[config.mk]
export PLATFORM = sky130hd
export DESIGN_NAME = hb_supervisor
export DESIGN_NICKNAME = d
export VERILOG_FILES = /design/src/rtl/hb_sup_pkg.sv /design/src/rtl/hb_channel.sv /design/src/rtl/hb_escalate.sv /design/src/rtl/hb_refresh_out.sv /design/src/rtl/hb_supervisor.sv
export SDC_FILE = /design/constraint.sdc
export NUM_CORES = 1
export LEC_CHECK = 0
export BUFFER_PORTS_ARGS = -buffer_cell sky130_fd_sc_hd__buf_2
export CAP_MARGIN = 10
export CORE_MARGIN = 2
export CORE_UTILIZATION = 35
export DETAILED_ROUTE_END_ITERATION = 16
export HOLD_SLACK_MARGIN = 0.15
export SLEW_MARGIN = 10
export SYNTH_ARGS = -nofsm -noshare
export SYNTH_HDL_FRONTEND = slang
export SYNTH_SLANG_ARGS = --single-unit
export TNS_END_PERCENT = 30
[constraint.sdc]
create_clock -name clk -period 2.31 [get_ports clk]
set_input_delay 0.231 -clock clk [delete_from_list [all_inputs] [get_ports clk]]
set_output_delay 0.231 -clock clk [all_outputs]
set_load 0.03 [all_outputs]
[src/rtl/hb_sup_pkg.sv]
package hb_sup_pkg;

    typedef enum logic [1:0] {
        SUP_HEALTHY  = 2'd0,
        SUP_DEGRADED = 2'd1,
        SUP_WITHHOLD = 2'd2
    } sup_state_e;

    typedef struct packed {
        logic failed;
        logic reported;
    } ch_stat_t;

    // true when every enabled channel has reported since the last clear
    function automatic logic all_seen(input logic [63:0] en, input logic [63:0] rep, input int n);
        logic ok;
        ok = 1'b1;
        for (int i = 0; i < n; i++) begin
            if (en[i] && !rep[i]) ok = 1'b0;
        end
        return ok;
    endfunction

endpackage

[src/rtl/hb_channel.sv]
module hb_channel
    import hb_sup_pkg::*;
#(
    parameter int CNT_W = 16
) (
    input  logic             clk,
    input  logic             rst,
    input  logic             en,
    input  logic             hb,
    input  logic             clr,
    input  logic [CNT_W-1:0] budget,
    output ch_stat_t         stat
);
    logic [CNT_W-1:0] left_q;
    logic             fail_q;
    logic             seen_q;

    always_ff @(posedge clk) begin
        if (rst) begin
            left_q <= budget;
            fail_q <= 1'b0;
            seen_q <= 1'b0;
        end else if (clr) begin
            left_q <= budget;
            fail_q <= 1'b0;
            seen_q <= 1'b0;
        end else if (!en) begin
            left_q <= budget;
        end else if (hb) begin
            left_q <= budget;
            seen_q <= 1'b1;
        end else if (left_q == '0) begin
            fail_q <= 1'b1;
        end else begin
            left_q <= left_q - 1'b1;
        end
    end

    always_comb begin
        stat.failed   = fail_q;
        stat.reported = seen_q;
    end
endmodule

[src/rtl/hb_escalate.sv]
module hb_escalate
    import hb_sup_pkg::*;
#(
    parameter int ESC_W = 4
) (
    input  logic             clk,
    input  logic             rst,
    input  logic             svc_req,
    input  logic             any_fail,
    input  logic             all_rep,
    input  logic [ESC_W-1:0] limit,
    output sup_state_e       state,
    output logic             accept
);
    localparam int CW = ESC_W + 1;

    sup_state_e       state_q, state_d;
    logic [ESC_W-1:0] cnt_q, cnt_d;
    logic             escalate;
    logic [CW-1:0]    next_cnt;

    always_comb begin
        next_cnt = {1'b0, cnt_q} + 1'b1;
        escalate = (state_q == SUP_DEGRADED) && svc_req && any_fail &&
                   (next_cnt >= {1'b0, limit});
        accept   = svc_req &&
                   (((state_q == SUP_HEALTHY) && !any_fail) ||
                    ((state_q == SUP_DEGRADED) && !escalate));
    end

    always_comb begin
        state_d = state_q;
        cnt_d   = cnt_q;
        unique case (state_q)
            SUP_HEALTHY: begin
                cnt_d = '0;
                if (any_fail) state_d = SUP_DEGRADED;
            end
            SUP_DEGRADED: begin
                if (escalate) begin
                    state_d = SUP_WITHHOLD;
                end else if (svc_req && any_fail) begin
                    cnt_d = next_cnt[ESC_W-1:0];
                end else if (!any_fail && all_rep) begin
                    state_d = SUP_HEALTHY;
                    cnt_d   = '0;
                end
            end
            SUP_WITHHOLD: state_d = SUP_WITHHOLD;
            default:      state_d = SUP_WITHHOLD;
        endcase
    end

    always_ff @(posedge clk) begin
        if (rst) begin
            state_q <= SUP_HEALTHY;
            cnt_q   <= '0;
        end else begin
            state_q <= state_d;
            cnt_q   <= cnt_d;
        end
    end

    assign state = state_q;
endmodule

[src/rtl/hb_refresh_out.sv]
module hb_refresh_out (
    input  logic clk,
    input  logic rst,
    input  logic accept,
    output logic pulse
);
    always_ff @(posedge clk) begin
        if (rst) pulse <= 1'b0;
        else     pulse <= accept;
    end
endmodule

[src/rtl/hb_supervisor.sv]
module hb_supervisor
    import hb_sup_pkg::*;
#(
    parameter int N_CH  = 4,
    parameter int CNT_W = 16,
    parameter int ESC_W = 4
) (
    input  logic                  clk,
    input  logic                  rst,
    input  logic [N_CH-1:0]       hb_pulse,
    input  logic [N_CH-1:0]       ch_enable,
    input  logic [N_CH*CNT_W-1:0] ch_budget,
    input  logic [ESC_W-1:0]      esc_limit,
    input  logic                  fail_clear,
    input  logic                  svc_req,
    output logic                  wd_refresh,
    output logic [N_CH-1:0]       fail_map,
    output logic [1:0]            sup_state
);
    ch_stat_t   stat [N_CH];
    logic [N_CH-1:0] failed_v, seen_v;
    logic       any_fail, all_rep, clr, accept;
    sup_state_e state;

    assign clr = fail_clear && (state != SUP_WITHHOLD);

    for (genvar i = 0; i < N_CH; i++) begin : g_ch
        hb_channel #(.CNT_W(CNT_W)) u_ch (
            .clk    (clk),
            .rst    (rst),
            .en     (ch_enable[i]),
            .hb     (hb_pulse[i]),
            .clr    (clr),
            .budget (ch_budget[i*CNT_W +: CNT_W]),
            .stat   (stat[i])
        );
        assign failed_v[i] = stat[i].failed;
        assign seen_v[i]   = stat[i].reported;
    end

    always_comb begin
        logic [63:0] en_w, rep_w;
        en_w  = '0;
        rep_w = '0;
        en_w[N_CH-1:0]  = ch_enable;
        rep_w[N_CH-1:0] = seen_v;
        any_fail = |(failed_v & ch_enable);
        all_rep  = all_seen(en_w, rep_w, N_CH);
    end

    hb_escalate #(.ESC_W(ESC_W)) u_esc (
        .clk      (clk),
        .rst      (rst),
        .svc_req  (svc_req),
        .any_fail (any_fail),
        .all_rep  (all_rep),
        .limit    (esc_limit),
        .state    (state),
        .accept   (accept)
    );

    hb_refresh_out u_out (
        .clk    (clk),
        .rst    (rst),
        .accept (accept),
        .pulse  (wd_refresh)
    );

    assign fail_map  = failed_v;
    assign sup_state = state;
endmodule

After elaboration in Yosys (flattened, before gate mapping)
Index checks and enable logic that the tools add are counted.
Widths: inputs -> output; s select.

storage, ports and cells
  output and inout port bits = 7
  register bits = 79

cells by class
  bitwise gates (word level) = 5
  reductions and logical operators = 38
  equal/unequal tests = 11
  $lt $le $gt $ge = 1
  add/sub/neg operators = 5
  multiplexer cells = 33

operators with widths
  operator               number
  $mux 16                20
  $logic_not 16->1       4
  $sub 16x1->16 const B  4
  $ne 5x5->1 const B     4
  $reduce_and 3->1       6
  $logic_and 1x1->1      13
  $mux 4                 3
  $mux 2                 4
  $pmux 4 s2             1
  $reduce_and 2->1       4
  $logic_not 1->1        6
  $ne 3x2->1 const B     2
  $add 4x1->5 const B    1
  $ge 5x4->1             1
  $and 4x4->4            1
  $mux 1                 4
  $ne 2x2->1 const B     2
  $not 1->1              4
  $pmux 2 s2             1
  $reduce_or 4->1        1
  $ne 3x3->1 const B     1
  $eq 2x1->1 const B     1
  $logic_not 2->1        1
  $ne 2x1->1 const B     1
  other kinds (3)        3

Logic depth before layout (Yosys ltp)
  depth in word-level cells = 11
  gate-level depth with buffers = 8
  gate-level depth less buffers = 7

Modules after synthesis
A second synthesis with hierarchy kept.

unflattened totals
  cell total of the unflattened synthesis = 468
  area total of the unflattened synthesis = 4870.9 um2

modules (own cells, without submodules)
  module          cells an instance  times used  area an instance (um2)
  hb_channel      101                4           1071.0
  hb_escalate     52                 1           465.4
  hb_supervisor   10                 1           87.6
  hb_refresh_out  2                  1           33.8

Least setup slack after synthesis
OpenSTA, ideal clock, no wires.

  path type = register to register
  from = register u_esc.state_q[1], in the netlist u_esc.state[1]
  to = register g_ch[1].u_ch.left_q[0], enable pin
  stages on the path, launching flop included = 6
  required time = 1.849 ns
  library setup time = 0.461 ns
  data arrival time = 1.956 ns
  path buffers = 1
  path slack = -0.107 ns
  clock period less this slack = 2.417 ns
  path through = dfxtp_1 -> nand2b_1 -> a21o_1 -> clkbuf_1 -> nor3_1 -> nand4_1

on the way
  word-level cells in the longest chain between the ends = 3

RTL lines
  element                   RTL line             source
  start: declaration        hb_escalate.sv:17    sup_state_e state_q, state_d;
  start signal: assignment  hb_escalate.sv:59    state_q <= state_d;
  $ne 2x2->1                hb_supervisor.sv:25  assign clr = fail_clear && (state != SUP_WITHHOLD);
  $logic_and 1x1->1         hb_supervisor.sv:25
  $ne 5x5->1 (no line)      n/a
  end signal: assignment    hb_channel.sv:28     left_q <= budget;
  end signal: assignment    hb_channel.sv:30     left_q <= budget;
  end signal: assignment    hb_channel.sv:35     left_q <= left_q - 1'b1;
  end: declaration          hb_channel.sv:14     logic [CNT_W-1:0] left_q;

Every way passes these cells.
A chain may end at the register's enable or synchronous reset.

Worst setup path in the final report
  from = register g_ch[3].u_ch.left_q[9]
  to = register g_ch[3].u_ch.left_q[10], enable pin

on the way
  word-level cells in the longest chain between the ends = 2

RTL lines
  element                   RTL line          source
  start: declaration        hb_channel.sv:14
  start signal: assignment  hb_channel.sv:20  left_q <= budget;
  start signal: assignment  hb_channel.sv:24  left_q <= budget;
  start signal: assignment  hb_channel.sv:28
  $logic_not 16->1          hb_channel.sv:32  end else if (left_q == '0) begin
  $ne 5x5->1 (no line)      n/a

Every way passes these cells.

==> insert_results.sql <==
INSERT INTO impl_metrics (metric_group, metric, value, unit) VALUES
('outcome', 'run_status', 'complete, no violations', ''),
('min_path', 'hold_path_depth', '3', ''),
('pwr', 'peakVddDrop', '347.0', 'µV'),
('detailed_routing', 'dr.pass1.iters', '4', ''),
('clock_network', 'ctsLongestPathBuffers', '2', ''),
('timing', 'worst_slack', '0.08214', 'ns'),
('finish', 'regArea', '2223', 'µm²'),
('setup_path', 'timing_worst_setup_path_type', 'register to register', ''),
('timing', 'final_max_slew_viol_count', '0', ''),
('floorplanning', 'fp.dieW', '117.3', 'µm'),
('setup_path', 'worst_setup_path_start_kind', 'register', ''),
('synth', 'synth.lib_cells_used.distinct', '48', ''),
('flow_run', 'max_cap_viol_count', '0', ''),
('clock_network', 'cts_buffers', '9', ''),
('setup_path', 'reg2reg_depth', '4', ''),
('timing', 'skew', '0.005554', 'ns'),
('clock_network', 'worst_setup_hold_path_clk_slew', '0.06', 'ns'),
('grt', 'globalRouteOverflowTotal', '0', ''),
('min_path', 'min-delay-path-class', 'input pin to register', ''),
('finish', 'nets', '667', ''),
('synth', 'synth-async-reset-ratio', '0', '%'),
('clock_network', 'cts_tree', 'done', ''),
('setup_path', 'critPathMaxFanout', '9', ''),
('clock_network', 'clk-insertion-delay-late', '0.34', 'ns'),
('pwr', 'cellLeakagePower', '0.002238', 'µW'),
('synth', 'yosys_warnings', '0', ''),
('synth', 'synth.ff_latch_count', '79', ''),
('detailed_routing', 'wl_per_cell', '13.22', 'µm'),
('floorplanning', 'floorplan.die_area', '13760', 'µm²'),
('detailed_routing', 'avgViaCountPerCell', '4.820', ''),
('synth', 'mappedNetlistArea', '4492', 'µm²'),
('floorplanning', 'floorplan.rows', '41', ''),
('grt', 'number_of_global_route_vias_before_repair', '3573', ''),
('placed_design', 'place.detailed.hpwl', '7494', 'µm'),
('finish', 'num-fill-cells', '1217', ''),
('grt', 'grt_first_pass_wirelength', '16100', 'µm'),
('finish', 'antenna-diode-count', '0', ''),
('detailed_routing', 'vias', '3620', ''),
('detailed_routing', 'totalWireLength', '9929', 'µm'),
('placed_design', 'finalWeightedCongestion', '0.8112', ''),
('grt', 'grt_antenna_before_repair', '0', ''),
('synth', 'synth_nets', '555', ''),
('timing', 'rsz_0062_raised_after_global_routing', 'no', ''),
('floorplanning', 'coreArea', '12570', 'µm²'),
('timing', 'finalCritPeriodShare', '96.44', '%'),
('finish', 'multiInputGateArea', '2145', 'µm²'),
('setup_path', 'crit_arrival', '2.33', 'ns'),
('detailed_routing', 'postRouteAntennaNets', '0', ''),
('placed_design', 'port-buffer-count', '86', ''),
('synth', 'synth.avg_cell_area', '9.723', 'µm²'),
('grt', 'grt_max_degree', '31', ''),
('setup_path', 'cp_data_required_time', '2.41', 'ns'),
('synth', 'synth_edf_count', '64', ''),
('pwr', 'power', '3323', 'µW'),
('timing', 'min_period', '2.228', 'ns'),
('clock_network', 'clk_root_buffer_cell', 'sky130_fd_sc_hd__clkbuf_16', ''),
('floorplanning', 'io-pin-count', '87', ''),
('pwr', 'power.density', '593.8', 'nW/µm²'),
('clock_network', 'cts.sink_count', '79', ''),
('setup_path', 'timing.critical_path.cells', 'or3_1 > or4_1 > or4_1 > buf_4', ''),
('floorplanning', 'start_util', '35.74', '%'),
('setup_path', 'element_type_at_the_critical_path_end', 'register', ''),
('clock_network', 'number_of_h_tree_levels', '3', ''),
('synth', 'syn_inst', '462', ''),
('floorplanning', 'die_y', '117.3', 'µm'),
('setup_path', 'critPathMaxStageDelay', '0.51', 'ns'),
('setup_path', 'most_used_cell_cp', 'sky130_fd_sc_hd__or4_1', ''),
('finish', 'area_growth', '24.60', '%'),
('synth', 'synth.yosys.seq_area_share', '49.47', '%'),
('clock_network', 'post_cts_buffers', '0', ''),
('timing', 'max-slew-margin-rel', '66.04', '%'),
('finish', 'post_route_cells_drive_above_1_share', '25.04', '%'),
('synth', 'ys.flop_type', 'sky130_fd_sc_hd__edfxtp_1', ''),
('placed_design', 'pre_cts_ws', '0.05682', 'ns'),
('timing', 'fmax', '448.9', 'MHz'),
('timing', 'worst_pin_slew', '0.5094', 'ns'),
('timing', 'hold_viol_final', '0', ''),
('setup_path', 'worst_path_cell_with_the_longest_stage_delay', 'sky130_fd_sc_hd__or4_1', ''),
('grt', 'gr-usage-all-layers', '15.12', '%'),
('detailed_routing', 'drc_errors', '0', ''),
('detailed_routing', 'drt_iter0_markers', '150', ''),
('timing', 'setup_viol', '0', '');
## registers in the layout, indices dropped and copies added (netlist names)
name	flops
g_ch.u_ch.left_q	64
g_ch.u_ch.fail_q	4
g_ch.u_ch.seen_q	4
u_esc.cnt_q	4
u_esc.state	2
u_out.pulse	1
## layer usage
metal,wire length (µm),vias up,track usage (%)
met5,0,-,0
li1,-,1869,-
met3,467,17,3.193
met4,198,0,6.824
met2,4597,77,23.95
met1,4665,1657,19.92
## kinds of logic after synthesis
group           share of synthesized area [%]
flops                                   49.47
xor+xnor                                10.33
mux                                     1.393
buf+inv                                 3.259
fa+ha+maj                               3.621
simple gates                            20.78
compound gates                          11.14
## cell usage after synthesis (5+ instances only)
cell,n,share of area [%]
sky130_fd_sc_hd__or3_1,9,1.3
sky130_fd_sc_hd__nor2_1,57,4.8
sky130_fd_sc_hd__nor3_1,22,2.5
sky130_fd_sc_hd__dfxtp_1,15,6.7
sky130_fd_sc_hd__a31oi_1,5,0.70
sky130_fd_sc_hd__clkbuf_1,14,1.2
sky130_fd_sc_hd__a21oi_1,32,3.6
sky130_fd_sc_hd__nor4_1,6,0.84
sky130_fd_sc_hd__nand2_1,50,4.2
sky130_fd_sc_hd__nand2b_1,7,0.97
sky130_fd_sc_hd__xnor2_1,40,7.8
sky130_fd_sc_hd__inv_1,17,1.4
sky130_fd_sc_hd__nand3_1,8,0.89
sky130_fd_sc_hd__o21ai_0,32,3.6
sky130_fd_sc_hd__xor2_1,13,2.5
sky130_fd_sc_hd__edfxtp_1,64,43
sky130_fd_sc_hd__ha_1,13,3.6
## final timing paths
check / from / endpoint / slack (ns)
worst min register to register: g_ch[0].u_ch.fail_q$_SDFFE_PP0P_ / g_ch[0].u_ch.fail_q$_SDFFE_PP0P_ / 0.47
worst max register to register: g_ch[3].u_ch.left_q[9]$_DFFE_PP_ / g_ch[3].u_ch.left_q[10]$_DFFE_PP_ / 0.08
worst max-delay path: g_ch[3].u_ch.left_q[9]$_DFFE_PP_ / g_ch[3].u_ch.left_q[10]$_DFFE_PP_ / 0.08
worst min-delay path: ch_budget[49] / g_ch[3].u_ch.left_q[1]$_DFFE_PP_ / 0.16
## what timing repair did
action                                 4_1_cts  5_1_grt
hold buffers                                 5        0
resized for setup                            0        1
endpoints found under the hold margin        4        0
setup endpoints to repair                    0        3
## critical path, delay by kind of cell (launching register included)
kind / cells / cell delay [ns]
flops: 1 / 0.40
buf+inv: 1 / 0.20
simple gates: 3 / 1.38
## where the power goes
part	total [µW]	switching, µW	internal, µW
sequential	1710	74.5	1630
clock	1270	548	723
combinational	343	163	180
## per-stage QoR
| stage | setup TNS, ns | utilization [%] | instances | area (µm²) | hold WS [ns] |
|---|---|---|---|---|---|
| after floorplan | -2.194 | - | 462 | 4498 | 0.3686 |
| after global placement | 0 | 42.02 | 730 | 5281 | 0.4493 |
| after detailed placement | 0 | 42.02 | 730 | 5281 | 0.4655 |
| after CTS | 0 | 44.48 | 751 | 5590 | 0.1508 |
| after global routing | 0 | 44.53 | 751 | 5597 | 0.1643 |
| final | 0 | 44.53 | 751 | 5597 | 0.1586 |
## layout by cell type (no fill, tap or decap), drive strengths merged, types with 2 or more instances in the layout
cell type,count
buf,114
edfxtp,64
nor2,57
nand2,50
xnor2,40
a21oi,34
o21ai,33
nor3,25
inv,17
dfxtp,15
xor2,13
ha,13
clkbuf,12
or3,9
nand3,8
nand2b,7
nor4,7
or4,6
a31oi,5
dlygate4sd3,5
mux2i,4
nor2b,4
and3,3
o31ai,3
nor3b,3
nand4,3
clkinv,3
and2,2
mux2,2
a22oi,2
o22ai,2
## layout make-up
type | count | area share [%]
flip-flops and latches | 79 | 39.73
clock buffers | 12 | 4.225
clock inverters | 4 | 0.4024
multi-input cells | 348 | 38.32
inverters | 17 | 1.140
repair buffers | 119 | 12.34
well taps | 172 | 3.845
Power figures use the tool's default switching activity.
